==> src/rtl/pairmm_pkg.sv <==
package pairmm_pkg;
   localparam int unsigned VEC_W = 64;
   localparam int unsigned NUM_SIZES = 3;

   typedef enum logic [1:0] {
      LANE_8  = 2'b00,
      LANE_16 = 2'b01,
      LANE_32 = 2'b10,
      LANE_RSV = 2'b11
   } lane_sz_e;

   typedef struct packed {
      logic [VEC_W-1:0] a;
      logic [VEC_W-1:0] b;
      lane_sz_e         sz;
      logic             uns;
      logic             mn;
      logic             wide;
   } pairmm_req_t;
endpackage

==> src/rtl/pairmm_pick.sv <==
module pairmm_pick #(
   parameter int unsigned ELEM_W = 8
) (
   input  logic [ELEM_W-1:0] lo_e,
   input  logic [ELEM_W-1:0] hi_e,
   input  logic              uns,
   input  logic              want_min,
   output logic [ELEM_W-1:0] sel_e
);
   logic [ELEM_W:0] lo_x;
   logic [ELEM_W:0] hi_x;
   logic            hi_gt;

   // Extend by one bit so one signed compare covers both orderings.
   assign lo_x  = {~uns & lo_e[ELEM_W-1], lo_e};
   assign hi_x  = {~uns & hi_e[ELEM_W-1], hi_e};
   assign hi_gt = $signed(hi_x) > $signed(lo_x);
   assign sel_e = (hi_gt ^ want_min) ? hi_e : lo_e;
endmodule

==> src/rtl/pairmm_reduce.sv <==
module pairmm_reduce #(
   parameter int unsigned DATA_W = 64,
   parameter int unsigned ELEM_W = 8
) (
   input  logic [DATA_W-1:0] vec_a,
   input  logic [DATA_W-1:0] vec_b,
   input  logic              uns,
   input  logic              want_min,
   output logic [DATA_W-1:0] vec_r
);
   localparam int unsigned PAIRS = DATA_W / (2 * ELEM_W);

   generate
      if (DATA_W % (2 * ELEM_W) != 0) begin : g_bad_w
         $error("pairmm_reduce: DATA_W must hold a whole number of lane pairs");
      end
   endgenerate

   logic [1:0][DATA_W-1:0] srcs;
   assign srcs[0] = vec_a;
   assign srcs[1] = vec_b;

   genvar s, p;
   generate
      for (s = 0; s < 2; s++) begin : g_src
         for (p = 0; p < PAIRS; p++) begin : g_pair
            pairmm_pick #(.ELEM_W(ELEM_W)) pick_i (
               .lo_e     (srcs[s][(2*p)*ELEM_W +: ELEM_W]),
               .hi_e     (srcs[s][(2*p+1)*ELEM_W +: ELEM_W]),
               .uns      (uns),
               .want_min (want_min),
               .sel_e    (vec_r[(s*PAIRS+p)*ELEM_W +: ELEM_W])
            );
         end
      end
   endgenerate
endmodule

==> src/rtl/pairmm_in_stage.sv <==
module pairmm_in_stage
   import pairmm_pkg::*;
(
   input  logic        clk,
   input  logic        rst_n,
   input  logic        in_vld,
   output logic        in_rdy,
   input  pairmm_req_t in_req,
   output logic        out_vld,
   input  logic        out_take,
   output pairmm_req_t out_req
);
   logic        vld_q;
   pairmm_req_t req_q;

   assign in_rdy  = ~vld_q | out_take;
   assign out_vld = vld_q;
   assign out_req = req_q;

   always_ff @(posedge clk) begin
      if (!rst_n) begin
         vld_q <= 1'b0;
         req_q <= '0;
      end else if (in_vld && in_rdy) begin
         vld_q <= 1'b1;
         req_q <= in_req;
      end else if (out_take) begin
         vld_q <= 1'b0;
      end
   end

   assert_accept_valid_R9: assert property (@(posedge clk) disable iff (!rst_n)
      (in_vld && in_rdy) |=> (out_vld && out_req == $past(in_req)));

   assert_stall_hold_R10: assert property (@(posedge clk) disable iff (!rst_n)
      (out_vld && !out_take) |=> (out_vld && $stable(out_req)));
endmodule

==> src/rtl/pairmm_unit.sv <==
module pairmm_unit
   import pairmm_pkg::*;
#(
   parameter int unsigned DATA_W    = 64,
   parameter bit          USE_INREG = 1'b1
) (
   input  logic              clk,
   input  logic              rst_n,
   input  logic              op_valid,
   output logic              op_ready,
   input  logic [DATA_W-1:0] src_a,
   input  logic [DATA_W-1:0] src_b,
   input  logic [1:0]        lane_sz,
   input  logic              is_unsigned,
   input  logic              pick_min,
   input  logic              wide_req,
   output logic              res_valid,
   input  logic              res_take,
   output logic [DATA_W-1:0] res_data,
   output logic              res_bad
);
   generate
      if (DATA_W != VEC_W) begin : g_bad_data_w
         $error("pairmm_unit: DATA_W must equal the 64-bit vector width");
      end
   endgenerate

   pairmm_req_t req_in;
   pairmm_req_t req_s;
   logic        vld_s;

   assign req_in = '{a: src_a, b: src_b, sz: lane_sz_e'(lane_sz),
                     uns: is_unsigned, mn: pick_min, wide: wide_req};

   generate
      if (USE_INREG) begin : g_reg
         pairmm_in_stage stage_i (
            .clk      (clk),
            .rst_n    (rst_n),
            .in_vld   (op_valid),
            .in_rdy   (op_ready),
            .in_req   (req_in),
            .out_vld  (vld_s),
            .out_take (res_take),
            .out_req  (req_s)
         );
      end else begin : g_comb
         assign op_ready = res_take;
         assign vld_s    = op_valid;
         assign req_s    = req_in;
      end
   endgenerate

   logic [NUM_SIZES-1:0][DATA_W-1:0] by_size;

   genvar g;
   generate
      for (g = 0; g < NUM_SIZES; g++) begin : g_width
         pairmm_reduce #(.DATA_W(DATA_W), .ELEM_W(8 << g)) red_i (
            .vec_a    (req_s.a),
            .vec_b    (req_s.b),
            .uns      (req_s.uns),
            .want_min (req_s.mn),
            .vec_r    (by_size[g])
         );
      end
   endgenerate

   logic bad_c;
   assign bad_c = req_s.wide | (req_s.sz == LANE_RSV);

   always_comb begin
      res_data = '0;
      if (!bad_c) begin
         unique case (req_s.sz)
            LANE_8:  res_data = by_size[0];
            LANE_16: res_data = by_size[1];
            LANE_32: res_data = by_size[2];
            default: res_data = '0;
         endcase
      end
   end

   assign res_valid = vld_s;
   assign res_bad   = vld_s & bad_c;

   assert_bad_zero_R7: assert property (@(posedge clk) disable iff (!rst_n)
      (res_valid && res_bad) |-> (res_data == '0));

   assert_max_bound_R5: assert property (@(posedge clk) disable iff (!rst_n)
      (res_valid && !res_bad && req_s.sz == LANE_32 && req_s.uns && !req_s.mn)
      |-> (res_data[31:0] >= req_s.a[31:0] && res_data[31:0] >= req_s.a[63:32]));

   assert_min_bound_R5: assert property (@(posedge clk) disable iff (!rst_n)
      (res_valid && !res_bad && req_s.sz == LANE_32 && req_s.uns && req_s.mn)
      |-> (res_data[63:32] <= req_s.b[31:0] && res_data[63:32] <= req_s.b[63:32]));
endmodule

==> config.mk <==
export PLATFORM = sky130hd
export DESIGN_NAME = pairmm_unit
export DESIGN_NICKNAME = d
export VERILOG_FILES = /design/src/rtl/pairmm_pkg.sv /design/src/rtl/pairmm_pick.sv /design/src/rtl/pairmm_reduce.sv /design/src/rtl/pairmm_in_stage.sv /design/src/rtl/pairmm_unit.sv
export SDC_FILE = /design/constraint.sdc
export NUM_CORES = 1
export LEC_CHECK = 0
export BUFFER_PORTS_ARGS = -buffer_cell sky130_fd_sc_hd__buf_2
export CORE_MARGIN = 2
export CORE_UTILIZATION = 25
export CTS_BUF_LIST = sky130_fd_sc_hd__clkbuf_16
export DETAILED_ROUTE_END_ITERATION = 10
export GPL_TIMING_DRIVEN = 0
export PLACE_DENSITY_LB_ADDON = 0.08
export SLEW_MARGIN = 40
export SYNTH_ARGS = -nofsm -noshare
export SYNTH_HDL_FRONTEND = slang
export SYNTH_HIERARCHICAL = 1
export SYNTH_SLANG_ARGS = --single-unit
==> constraint.sdc <==
create_clock -name clk -period 3.6 [get_ports clk]
set_input_delay 0.36 -clock clk [delete_from_list [all_inputs] [get_ports clk]]
set_output_delay 0.36 -clock clk [all_outputs]
set_load 0.02 [all_outputs]
==> impl_metrics.ini <==
[run_status]
status = complete, but fails checks
violations = setup timing

[setup_path]
setup.worst_path.class = register to output port
crit_path_frequent_cell = a211oi_2
critPathSlowestCell = nor4_4
path_buf_inv = 3
crit_cells = 13
worst-path-max-fanout = 7
crit_family = compound AO/OA/AOI/OAI gates
start_kind = register
slowest_delay_ns = 0.43
critPathArrivalTime_ns = 3.67
path_cells = inv_2 > ha_4 > nand4_4 > nor4_4 > a211o_1 > o21ai_4 > a21o_4 > buf_8 > a22oi_2 > or2_4 > a211oi_2 > a211oi_2 > buf_4
cp-end-kind = output port
crit_required_ns = 3.24
reg2reg_depth = 6

[timing]
rsz0062_at_grt = yes
fin_setup_tns_ns = -17.11
setup_violations = 64
max_freq_ghz = 0.248
final.min_clock_period_ns = 4.03
fin_crit_sh_pct = 112
fin_skew_ns = 0.0203
final_hold_viol_count = 0
finalWorstSetupSlack_ns = -0.429
slew_headroom_pct = 41.2
final-max-slew-violation-count = 0
timing.hold.ws_ns = 0.0782
tightestPinTransition_ns = 0.882

[grt]
grt_max_degree = 45
grt_overflow_total = 0
grt_usage_pct = 23.6
antenna_found_initial = 1
grt_first_pass_wirelength_microns = 134000
grt_pass1_vias = 19683

[yosys]
synth_area_sq_um = 18800
synth_most_common_cell = nand2_1
synthTopCellsByArea = dfxtp_1 14%, ha_1 13%, nand2_1 8.3%, mux2i_1 7.5%, a211oi_2 6.8%
yosysSeqAreaShare_pct = 14.2
synth_ff_type = dfxtp_1
synth_top_cell_by_area = dfxtp_1
synth_edf_count = 0
synth_top_area_share_pct = 14.2
ys_ff_latch = 134
yosys-top-cells-count = 418 x nand2_1, 219 x inv_1, 202 x nand2b_1, 192 x ha_1, 141 x mux2i_1
synth_cells = 2360
async_flop_share_pct = 0
ys_types = 63
ys.warnings.count = 6
mappedNetlistNets = 2689
syn_avg_cell_area_sq_um = 7.98

[clock_tree]
clk_latency_ns = 0.50
cts.sinks = 134
cts_tree = yes
root_buffer = clkbuf_16
cts_buffer_depth = 2
htree_levels = 4
cts_made_buffers = 17
hold_buffers = 0
cts.clk_slew.worst_paths_ns = 0.07

[layout]
design_area_sq_um = 26900
final_nets = 3176
drive_above_1_share_pct = 44.6
area_delta_synth_final_pct = 42.9
diodes = 0

[detailed_routing]
drtIter0Drc = 1050
num_vias = 19658
first_pass_iters = 5
vias_per_cell = 5.13
post_drt_wl_per_cell_microns = 24.6
wirelength_microns = 94300
postRouteAntennaNets = 0
drcViolationCount = 0

[power]
peakVddDrop_uv = 211
p_leak_nw = 10.9
cellPowerDensity_nw_per_um2 = 348
p_total_w = 0.00938

[floorplanning]
start_util_pct = 25.3
row_count = 100
die_area_sq_um = 77600
ios = 204
fp.coreArea_sq_um = 74600
die_w_microns = 279
die_h_microns = 279

[placement]
gp_congestion = 0.836
placedInstanceArea_sq_um = 21100
hpwl_microns = 62400
port_buffers = 202

[worst_hold_path]
hold_class = input port to register
hold-path-cell-count = 3

[run]
drv_cap = 0
==> worst paths after layout <==
path / start / to / slack (ns)
min reg2reg: g_reg.stage_i/out_req[3] / g_reg.stage_i/out_req[3] / 0.51
min: src_a[39] / g_reg.stage_i/out_req[108] / 0.08
max reg2reg: g_reg.stage_i/out_vld / g_reg.stage_i/out_req[85] / 2.04
max: g_reg.stage_i/out_req[19] / res_data[51] / -0.43
==> registers in the layout (all words and copies together) (netlist names) <==
signal,cells
g_reg.stage_i/out_vld,1
g_reg.stage_i/out_req,133
==> worst register-to-register path: stages (launching register included) <==
cell and delay [ns]:
dfxtp_1 0.35, nand2b_4 0.09, and2_1 0.14, buf_6 0.16, buf_6 0.25, buf_6 0.25
mux2i_1 0.22
==> placed cells by master, fill, tap and decap left out, types with 40 or more instances in the layout <==
cell,netlist,layout
inv_2,0,43
buf_2,36,168
a211oi_1,110,69
clkbuf_1,67,56
inv_1,219,172
buf_4,2,272
mux2_4,40,49
a22oi_2,0,46
nand2b_1,202,199
mux2_2,88,79
buf_6,25,51
nand2_1,418,418
nor2b_1,65,59
nand4_1,40,40
a211oi_2,102,135
dfxtp_4,0,115
mux2i_1,141,139
or2_1,60,54
ha_4,0,66
a21oi_1,57,45
ha_1,192,123
==> report_power, final <==
group	switching [W]	internal, W
registers	0.000330	0.00157
clock network	0.000858	0.00116
logic	0.00281	0.00266
total	0.00400	0.00538
==> cell families after synthesis <==
group                      Yosys count  share of synthesized area (%)
buffers and inverters              362                           9.32
adders and majority gates          192                           12.8
AOI/OAI and AO/OA                  464                           20.9
muxes                              273                           16.4
and+or+nand+nor                    913                           25.3
xor gates and xnor gates            22                           1.02
DFF                                134                           14.2
==> repair_timing <==
item                                    CTS  global route
hold endpoints to repair                  0             0
endpoints found under the setup margin   64            64
setup buffers                           212            45
gates resized for setup                 513           221
cloned                                    3             9
pin swaps                               209           182
==> through the flow <==
stage	util [%]	setup WS [ns]	cells
6_report	36.1	-0.429	3829
5_1_grt	36.1	-0.474	3829
4_1_cts	34.0	-0.317	3779
3_5_place_dp	28.3	-0.731	3533
3_3_place_gp	28.2	-1.55	3531
2_1_floorplan	-	0.298	2360
==> area by class of cell <==
cell class,instances,area (sq um)
Buffer,141,1010
Clock buffer,17,425
Clock inverter,15,200
Fill cell,7829,47600
Inverter,219,832
Multi-Input combinational cell,1864,16400
Sequential cell,134,3130
Tap cell,969,1210
Timing Repair Buffer,470,3690
==> per-layer routing <==
layer,share of wire [%],wire length (microns),GRT usage (%)
met4,2.7,2540,6.30
met2,48,45300,40.7
met3,4.2,3950,3.40
met1,45,42600,30.7
met5,0,0,0
Power figures use the tool's default switching activity.
